**config.mk**
```make
export PLATFORM = sky130hd
export DESIGN_NAME = uirq_combiner
export DESIGN_NICKNAME = d
export VERILOG_FILES = /design/src/rtl/uirq_pkg.sv /design/src/rtl/uirq_rx_sync.sv /design/src/rtl/uirq_src_gate.sv /design/src/rtl/uirq_pulse_gen.sv /design/src/rtl/uirq_combiner.sv
export SDC_FILE = /design/constraint.sdc
export NUM_CORES = 1
export LEC_CHECK = 0
export BUFFER_PORTS_ARGS = -buffer_cell sky130_fd_sc_hd__buf_4
export CAP_MARGIN = 20
export CELL_PAD_IN_SITES_DETAIL_PLACEMENT = 1
export CELL_PAD_IN_SITES_GLOBAL_PLACEMENT = 1
export CORE_MARGIN = 2
export CORE_UTILIZATION = 37
export CTS_CLUSTER_DIAMETER = 60
export CTS_CLUSTER_SIZE = 25
export DETAILED_ROUTE_END_ITERATION = 12
export PLACE_DENSITY = 0.71
export SYNTH_ARGS = -nofsm -noshare
export SYNTH_HDL_FRONTEND = slang
export SYNTH_SLANG_ARGS = --single-unit
```
**constraint.sdc**
```tcl
create_clock -name clk -period 1.7 [get_ports clk]
set_input_delay 0.255 -clock clk [delete_from_list [all_inputs] [get_ports clk]]
set_output_delay 0.255 -clock clk [all_outputs]
set_load 0.02 [all_outputs]
```
**src/rtl/uirq_pkg.sv**
```systemverilog
package uirq_pkg;
  localparam int NSRC      = 6;
  localparam int IDX_TXE   = 0;
  localparam int IDX_TXI   = 1;
  localparam int IDX_RXA   = 2;
  localparam int IDX_RXO   = 3;
  localparam int IDX_ADDR  = 4;
  localparam int IDX_WAKE  = 5;
endpackage

```
**src/rtl/uirq_rx_sync.sv**
```systemverilog
// Synchronizes the raw receive pin and flags one-cycle falling edges.
module uirq_rx_sync #(
  parameter int SYNC_STAGES = 2
) (
  input  logic clk,
  input  logic rst_n,
  input  logic rx_i,
  output logic fall_o
);
  logic [SYNC_STAGES-1:0] sync_q, sync_d;
  logic                   last_q, last_d;

  always_comb begin
    sync_d = {sync_q[SYNC_STAGES-2:0], rx_i};
    last_d = sync_q[SYNC_STAGES-1];
  end

  always_ff @(posedge clk or negedge rst_n) begin
    if (!rst_n) begin
      sync_q <= '1;
      last_q <= 1'b1;
    end else begin
      sync_q <= sync_d;
      last_q <= last_d;
    end
  end

  assign fall_o = last_q & ~sync_q[SYNC_STAGES-1];
endmodule

```
**src/rtl/uirq_src_gate.sv**
```systemverilog
// Applies the enables to the level sources and latches the flagless events.
module uirq_src_gate
  import uirq_pkg::*;
(
  input  logic            clk,
  input  logic            rst_n,
  input  logic            tx_empty_i,
  input  logic            tx_idle_i,
  input  logic            rx_avail_i,
  input  logic            rx_ovr_i,
  input  logic            addr_evt_i,
  input  logic            wake_fall_i,
  input  logic            en_tx_empty_i,
  input  logic            en_tx_idle_i,
  input  logic            en_rx_i,
  input  logic            en_addr_i,
  input  logic            en_wake_i,
  input  logic            ack_i,
  output logic [NSRC-1:0] pend_o
);
  logic addr_q, addr_d;
  logic wake_q, wake_d;
  logic addr_set, wake_set;

  always_comb begin
    addr_set = addr_evt_i & en_addr_i;
    wake_set = wake_fall_i & en_wake_i & en_rx_i;
    // a fresh event outranks an acknowledge in the same cycle
    addr_d = addr_set | (addr_q & ~ack_i);
    wake_d = wake_set | (wake_q & ~ack_i);
  end

  always_ff @(posedge clk or negedge rst_n) begin
    if (!rst_n) begin
      addr_q <= 1'b0;
      wake_q <= 1'b0;
    end else begin
      addr_q <= addr_d;
      wake_q <= wake_d;
    end
  end

  always_comb begin
    pend_o           = '0;
    pend_o[IDX_TXE]  = tx_empty_i & en_tx_empty_i;
    pend_o[IDX_TXI]  = tx_idle_i  & en_tx_idle_i;
    pend_o[IDX_RXA]  = rx_avail_i & en_rx_i;
    pend_o[IDX_RXO]  = rx_ovr_i   & en_rx_i;
    pend_o[IDX_ADDR] = addr_q;
    pend_o[IDX_WAKE] = wake_q;
  end
endmodule

```
**src/rtl/uirq_pulse_gen.sv**
```systemverilog
// Turns the merged request into fixed-length low pulses with periodic repeat.
module uirq_pulse_gen #(
  parameter int REPEAT_CYCLES = 64,
  parameter int PULSE_CYCLES  = 2
) (
  input  logic clk,
  input  logic rst_n,
  input  logic any_i,
  input  logic master_en_i,
  output logic int_n_o
);
  localparam int GAP_W = $clog2(REPEAT_CYCLES);
  localparam int PW    = $clog2(PULSE_CYCLES + 1);
  localparam logic [GAP_W-1:0] GAP_LAST = GAP_W'(REPEAT_CYCLES - 1);

  logic             any_q, any_d;
  logic [GAP_W-1:0] gap_q, gap_d;
  logic [PW-1:0]    left_q, left_d;
  logic             int_n_q, int_n_d;
  logic             rise, rearm, trig, gap_adv;

  always_comb begin
    rise    = any_i & ~any_q;
    rearm   = any_i & (gap_q == GAP_LAST);
    trig    = master_en_i & (rise | rearm);
    gap_adv = (gap_q != GAP_LAST);
    any_d   = any_i;

    gap_d = gap_q;
    if (trig)         gap_d = '0;
    else if (gap_adv) gap_d = gap_q + GAP_W'(1);

    left_d = left_q;
    if (!master_en_i)       left_d = '0;
    else if (trig)          left_d = PW'(PULSE_CYCLES);
    else if (left_q != '0)  left_d = left_q - PW'(1);

    int_n_d = (left_d == '0);
  end

  always_ff @(posedge clk or negedge rst_n) begin
    if (!rst_n) begin
      any_q   <= 1'b0;
      gap_q   <= '0;
      left_q  <= '0;
      int_n_q <= 1'b1;
    end else begin
      any_q   <= any_d;
      gap_q   <= gap_d;
      left_q  <= left_d;
      int_n_q <= int_n_d;
    end
  end

  assign int_n_o = int_n_q;
endmodule

```
**src/rtl/uirq_combiner.sv**
```systemverilog
module uirq_combiner
  import uirq_pkg::*;
#(
  parameter int REPEAT_CYCLES = 64,
  parameter int PULSE_CYCLES  = 2,
  parameter int SYNC_STAGES   = 2
) (
  input  logic            clk,
  input  logic            rst_n,
  input  logic            tx_empty_i,
  input  logic            tx_idle_i,
  input  logic            rx_avail_i,
  input  logic            rx_ovr_i,
  input  logic            addr_evt_i,
  input  logic            rx_pin_i,
  input  logic            en_tx_empty_i,
  input  logic            en_tx_idle_i,
  input  logic            en_rx_i,
  input  logic            en_addr_i,
  input  logic            en_wake_i,
  input  logic            master_en_i,
  input  logic            ack_i,
  output logic            int_n_o,
  output logic [NSRC-1:0] pend_o
);
  logic            wake_fall;
  logic [NSRC-1:0] pend;
  logic            any_pend;

  uirq_rx_sync #(.SYNC_STAGES(SYNC_STAGES)) u_sync (
    .clk    (clk),
    .rst_n  (rst_n),
    .rx_i   (rx_pin_i),
    .fall_o (wake_fall)
  );

  uirq_src_gate u_gate (
    .clk           (clk),
    .rst_n         (rst_n),
    .tx_empty_i    (tx_empty_i),
    .tx_idle_i     (tx_idle_i),
    .rx_avail_i    (rx_avail_i),
    .rx_ovr_i      (rx_ovr_i),
    .addr_evt_i    (addr_evt_i),
    .wake_fall_i   (wake_fall),
    .en_tx_empty_i (en_tx_empty_i),
    .en_tx_idle_i  (en_tx_idle_i),
    .en_rx_i       (en_rx_i),
    .en_addr_i     (en_addr_i),
    .en_wake_i     (en_wake_i),
    .ack_i         (ack_i),
    .pend_o        (pend)
  );

  assign any_pend = |pend;

  uirq_pulse_gen #(
    .REPEAT_CYCLES (REPEAT_CYCLES),
    .PULSE_CYCLES  (PULSE_CYCLES)
  ) u_pulse (
    .clk         (clk),
    .rst_n       (rst_n),
    .any_i       (any_pend),
    .master_en_i (master_en_i),
    .int_n_o     (int_n_o)
  );

  assign pend_o = pend;
endmodule

```
==> results.sh <==
export IMPL_status="complete, no violations"
export IMPL_rsz0062_at_grt="no"
export IMPL_clockPowerShare_pct=19.1
export IMPL_pin_count=22
export IMPL_yosysMostFrequentCell="dfrtp_1"
export IMPL_min_from="rx_pin_i"
export IMPL_grt_overflow=0
export IMPL_ys_ff_latch=15
export IMPL_use_met1_pct=20.5
export IMPL_synth_avg_cell_area_um2=11.6
export IMPL_switching_share_pct=34.5
export IMPL_fin_cells=110
export IMPL_pwr_share_seq_pct=51.8
export IMPL_end_kind="register"
export IMPL_skew_ns=0.00506
export IMPL_syn_area_um2=708
export IMPL_vias_per_cell=5.06
export IMPL_antenna_found_initial=0
export IMPL_r2r_slack_ns=0.23
export IMPL_reg2reg_from="u_pulse.gap_q[0]$_DFFE_PN0P_"
export IMPL_ant_nets=0
export IMPL_grt_pass1_wl_mm=2.45
export IMPL_cp_data_arrival_time_ns=1.66
export IMPL_path_class="reg2reg"
export IMPL_cellPowerDensity_nw_per_um2=1150
export IMPL_dr_first_iter_drc_count=15
export IMPL_hold_violations=0
export IMPL_place_inst=105
export IMPL_power_frac_comb_pct=29.0
export IMPL_period_needed_ns=1.47
export IMPL_clock_path_buffers=2
export IMPL_synthDistinctLibCells=30
export IMPL_rows=15
export IMPL_globalRouteTotalUtil_pct=15.7
export IMPL_synth_yosys_seq_area_share_pct=53.7
export IMPL_synth_top_area_share_pct=38.9
export IMPL_met2_usage_pct=25.1
export IMPL_cap_viol_max_count=0
export IMPL_power_switching_uw=365
export IMPL_numPortBuffers=21
export IMPL_area_growth_pct=29.9
export IMPL_routed_wl_mm=1.54
export IMPL_cp_required_ns=1.89
export IMPL_met3_usage_pct=3.40
export IMPL_irDropWorstVdd_mv=0.660
export IMPL_firstDrtPassIters=4
export IMPL_leakagePower_nw=0.417
export IMPL_dp_hpwl_mm=1.22
export IMPL_grt_pass1_vias=557
export IMPL_p_int_uw=692
export IMPL_clkSlewWorstSetupHoldPaths_ns=0.09
export IMPL_die_height_um=47.8
export IMPL_startpoint_type="register"
export IMPL_synth_nets=77
export IMPL_yosys_warnings=0
export IMPL_hold_path_depth=1
export IMPL_initial_utilization_pct=40.1
export IMPL_synth_commonest_cells="dfrtp_1 (11), nand2_1 (5), dfstp_2 (4), inv_1 (4)"
export IMPL_tightest_slew_ns=0.280
export IMPL_gp_congestion=0.754
export IMPL_drv_slew=0
export IMPL_grt_max_degree=16
export IMPL_synth_area_leaders="dfrtp_1 (39%), dfstp_2 (15%), and2_1 (2.7%)"
export IMPL_ctsHoldBuffers=1
export IMPL_die_x_um=47.8
export IMPL_finish_net_count=102
export IMPL_dr_total_vias=557
export IMPL_yosysTopAreaCell="dfrtp_1"
export IMPL_syn_instance_count=61
export IMPL_drc=0
export IMPL_synth_edf_count=0
export IMPL_max_slew_margin_pct=81.3
export IMPL_design_die_area_um2=2280
export IMPL_antennaDiodeCount=0
export IMPL_timing_setup_tns_ns=0
export IMPL_grt_busiest_layer="met2"
export IMPL_drive_above_1_share_pct=47.1
export IMPL_coreArea_um2=1760
export IMPL_min_to="u_sync.sync_q[0]$_DFF_PN1_"
export IMPL_reg2reg_depth=4
export IMPL_fmax_mhz=679
export IMPL_clk_latency_ns=0.28
export IMPL_clock_sinks=15
export IMPL_hold_class="in2reg"
export IMPL_async_flop_share_pct=100
export IMPL_htreeDepth=1
export IMPL_setup_viol_count_final=0
export IMPL_fillers=209
export IMPL_wire_per_inst_um=14.0
export IMPL_min_period_over_period_pct=86.6
export IMPL_postCtsSetupRepairBufs=0
export IMPL_cts_tree="built"
export IMPL_worstPathMaxFanout=5
export IMPL_cts_resized=0
export IMPL_synth_ff_type="dfrtp_1"
export IMPL_clock_root_buffer="clkbuf_4"
export IMPL_cts_buffers_inserted=3
export IMPL_reg2reg_to="u_pulse.gap_q[0]$_DFFE_PN0P_"
power by group through the flow:
stage	clock, mW	combinational, mW	sequential (mW)
after CTS	0.214	0.311	0.546
final	0.202	0.307	0.548
after global routing	0.223	0.343	0.564
after detailed placement	0	0.307	0.551
after floorplan	0	0.217	0.528
after global placement	0	0.305	0.550
logic make-up (layout without fill, tap and decap cells):
logic type	count (synthesis)	in the layout	share of synthesized area, %
adders and majority gates	1	1	1.77
AOI/OAI and AO/OA	16	16	19.3
buffers and inverters	6	30	4.24
and+or+nand+nor	23	23	21.0
DFF	15	15	53.7
stage by stage:
| stage | area [um^2] | hold WS, ns | worst slack [ns] | power [mW] | utilization [%] |
|---|---|---|---|---|---|
| 6_report | 920 | 0.0716 | 0.228 | 1.06 | 52.1 |
| 2_1_floorplan | 708 | -0.0406 | 0.361 | 0.745 | - |
| 5_1_grt | 920 | 0.0537 | 0.166 | 1.13 | 52.1 |
| 3_5_place_dp | 882 | 0.121 | 0.239 | 0.858 | 50.0 |
| 4_1_cts | 920 | 0.0608 | 0.229 | 1.07 | 52.1 |
| 3_3_place_gp | 882 | 0.119 | 0.283 | 0.855 | 50.0 |
worst max-delay path: stages (launching register included):
cell and delay (ns):
dfrtp_1 0.43, ha_1 0.26, and3_4 0.22, and3_2 0.24, o31ai_2 0.23
worst max path at each step:
stage          cells after the start                            to                          from  slack, ns
2_1_floorplan                      4  u_pulse.gap_q[0]$_DFFE_PN0P_  u_pulse.gap_q[0]$_DFFE_PN0P_       0.36
3_3_place_gp                       4  u_pulse.gap_q[0]$_DFFE_PN0P_  u_pulse.gap_q[0]$_DFFE_PN0P_       0.28
3_5_place_dp                       5   u_pulse.left_q[0]$_DFF_PN0_  u_pulse.gap_q[0]$_DFFE_PN0P_       0.24
4_1_cts                            4  u_pulse.gap_q[0]$_DFFE_PN0P_  u_pulse.gap_q[0]$_DFFE_PN0P_       0.23
5_1_grt                            5  u_pulse.gap_q[5]$_DFFE_PN0P_  u_pulse.gap_q[0]$_DFFE_PN0P_       0.17
6_report                           4  u_pulse.gap_q[0]$_DFFE_PN0P_  u_pulse.gap_q[0]$_DFFE_PN0P_       0.23
registers in the layout, summed over array words and instances (netlist names):
name and cells:
u_pulse.left_q 2, u_pulse.any_q 1, u_gate.wake_q 1, u_pulse.int_n_o 1, u_sync.sync_q 2, u_sync.last_q 1
u_pulse.gap_q 6, u_gate.addr_q 1
layout by cell type, fill, tap and decap left out, types with 2 or more instances in the layout:
master,synthesis,final
inv_1,4,4
nand2_1,5,5
a21oi_1,3,3
a31oi_1,2,2
nand3_1,3,3
and2_1,3,3
dfstp_2,4,4
buf_4,2,21
o21ai_0,3,3
clkbuf_4,0,3
nor2_1,2,2
dfrtp_1,11,11
layout make-up:
cell class	count	area, um^2	area share [%]
clock buffer	3	22.5	2.45
clock inverter	1	5.00	0.544
inverter	4	15.0	1.63
multi-input combinational	40	298	32.4
sequential	15	380	41.4
tap	25	31.3	3.40
timing repair buffer	22	168	18.2
routing by layer:
layer	part of all wire, %	wire length, um
met1	47	731
met2	49	749
met3	2.9	45
met4	0.78	12
met5	0	0
No activity file was read; power rests on OpenSTA's default activity.
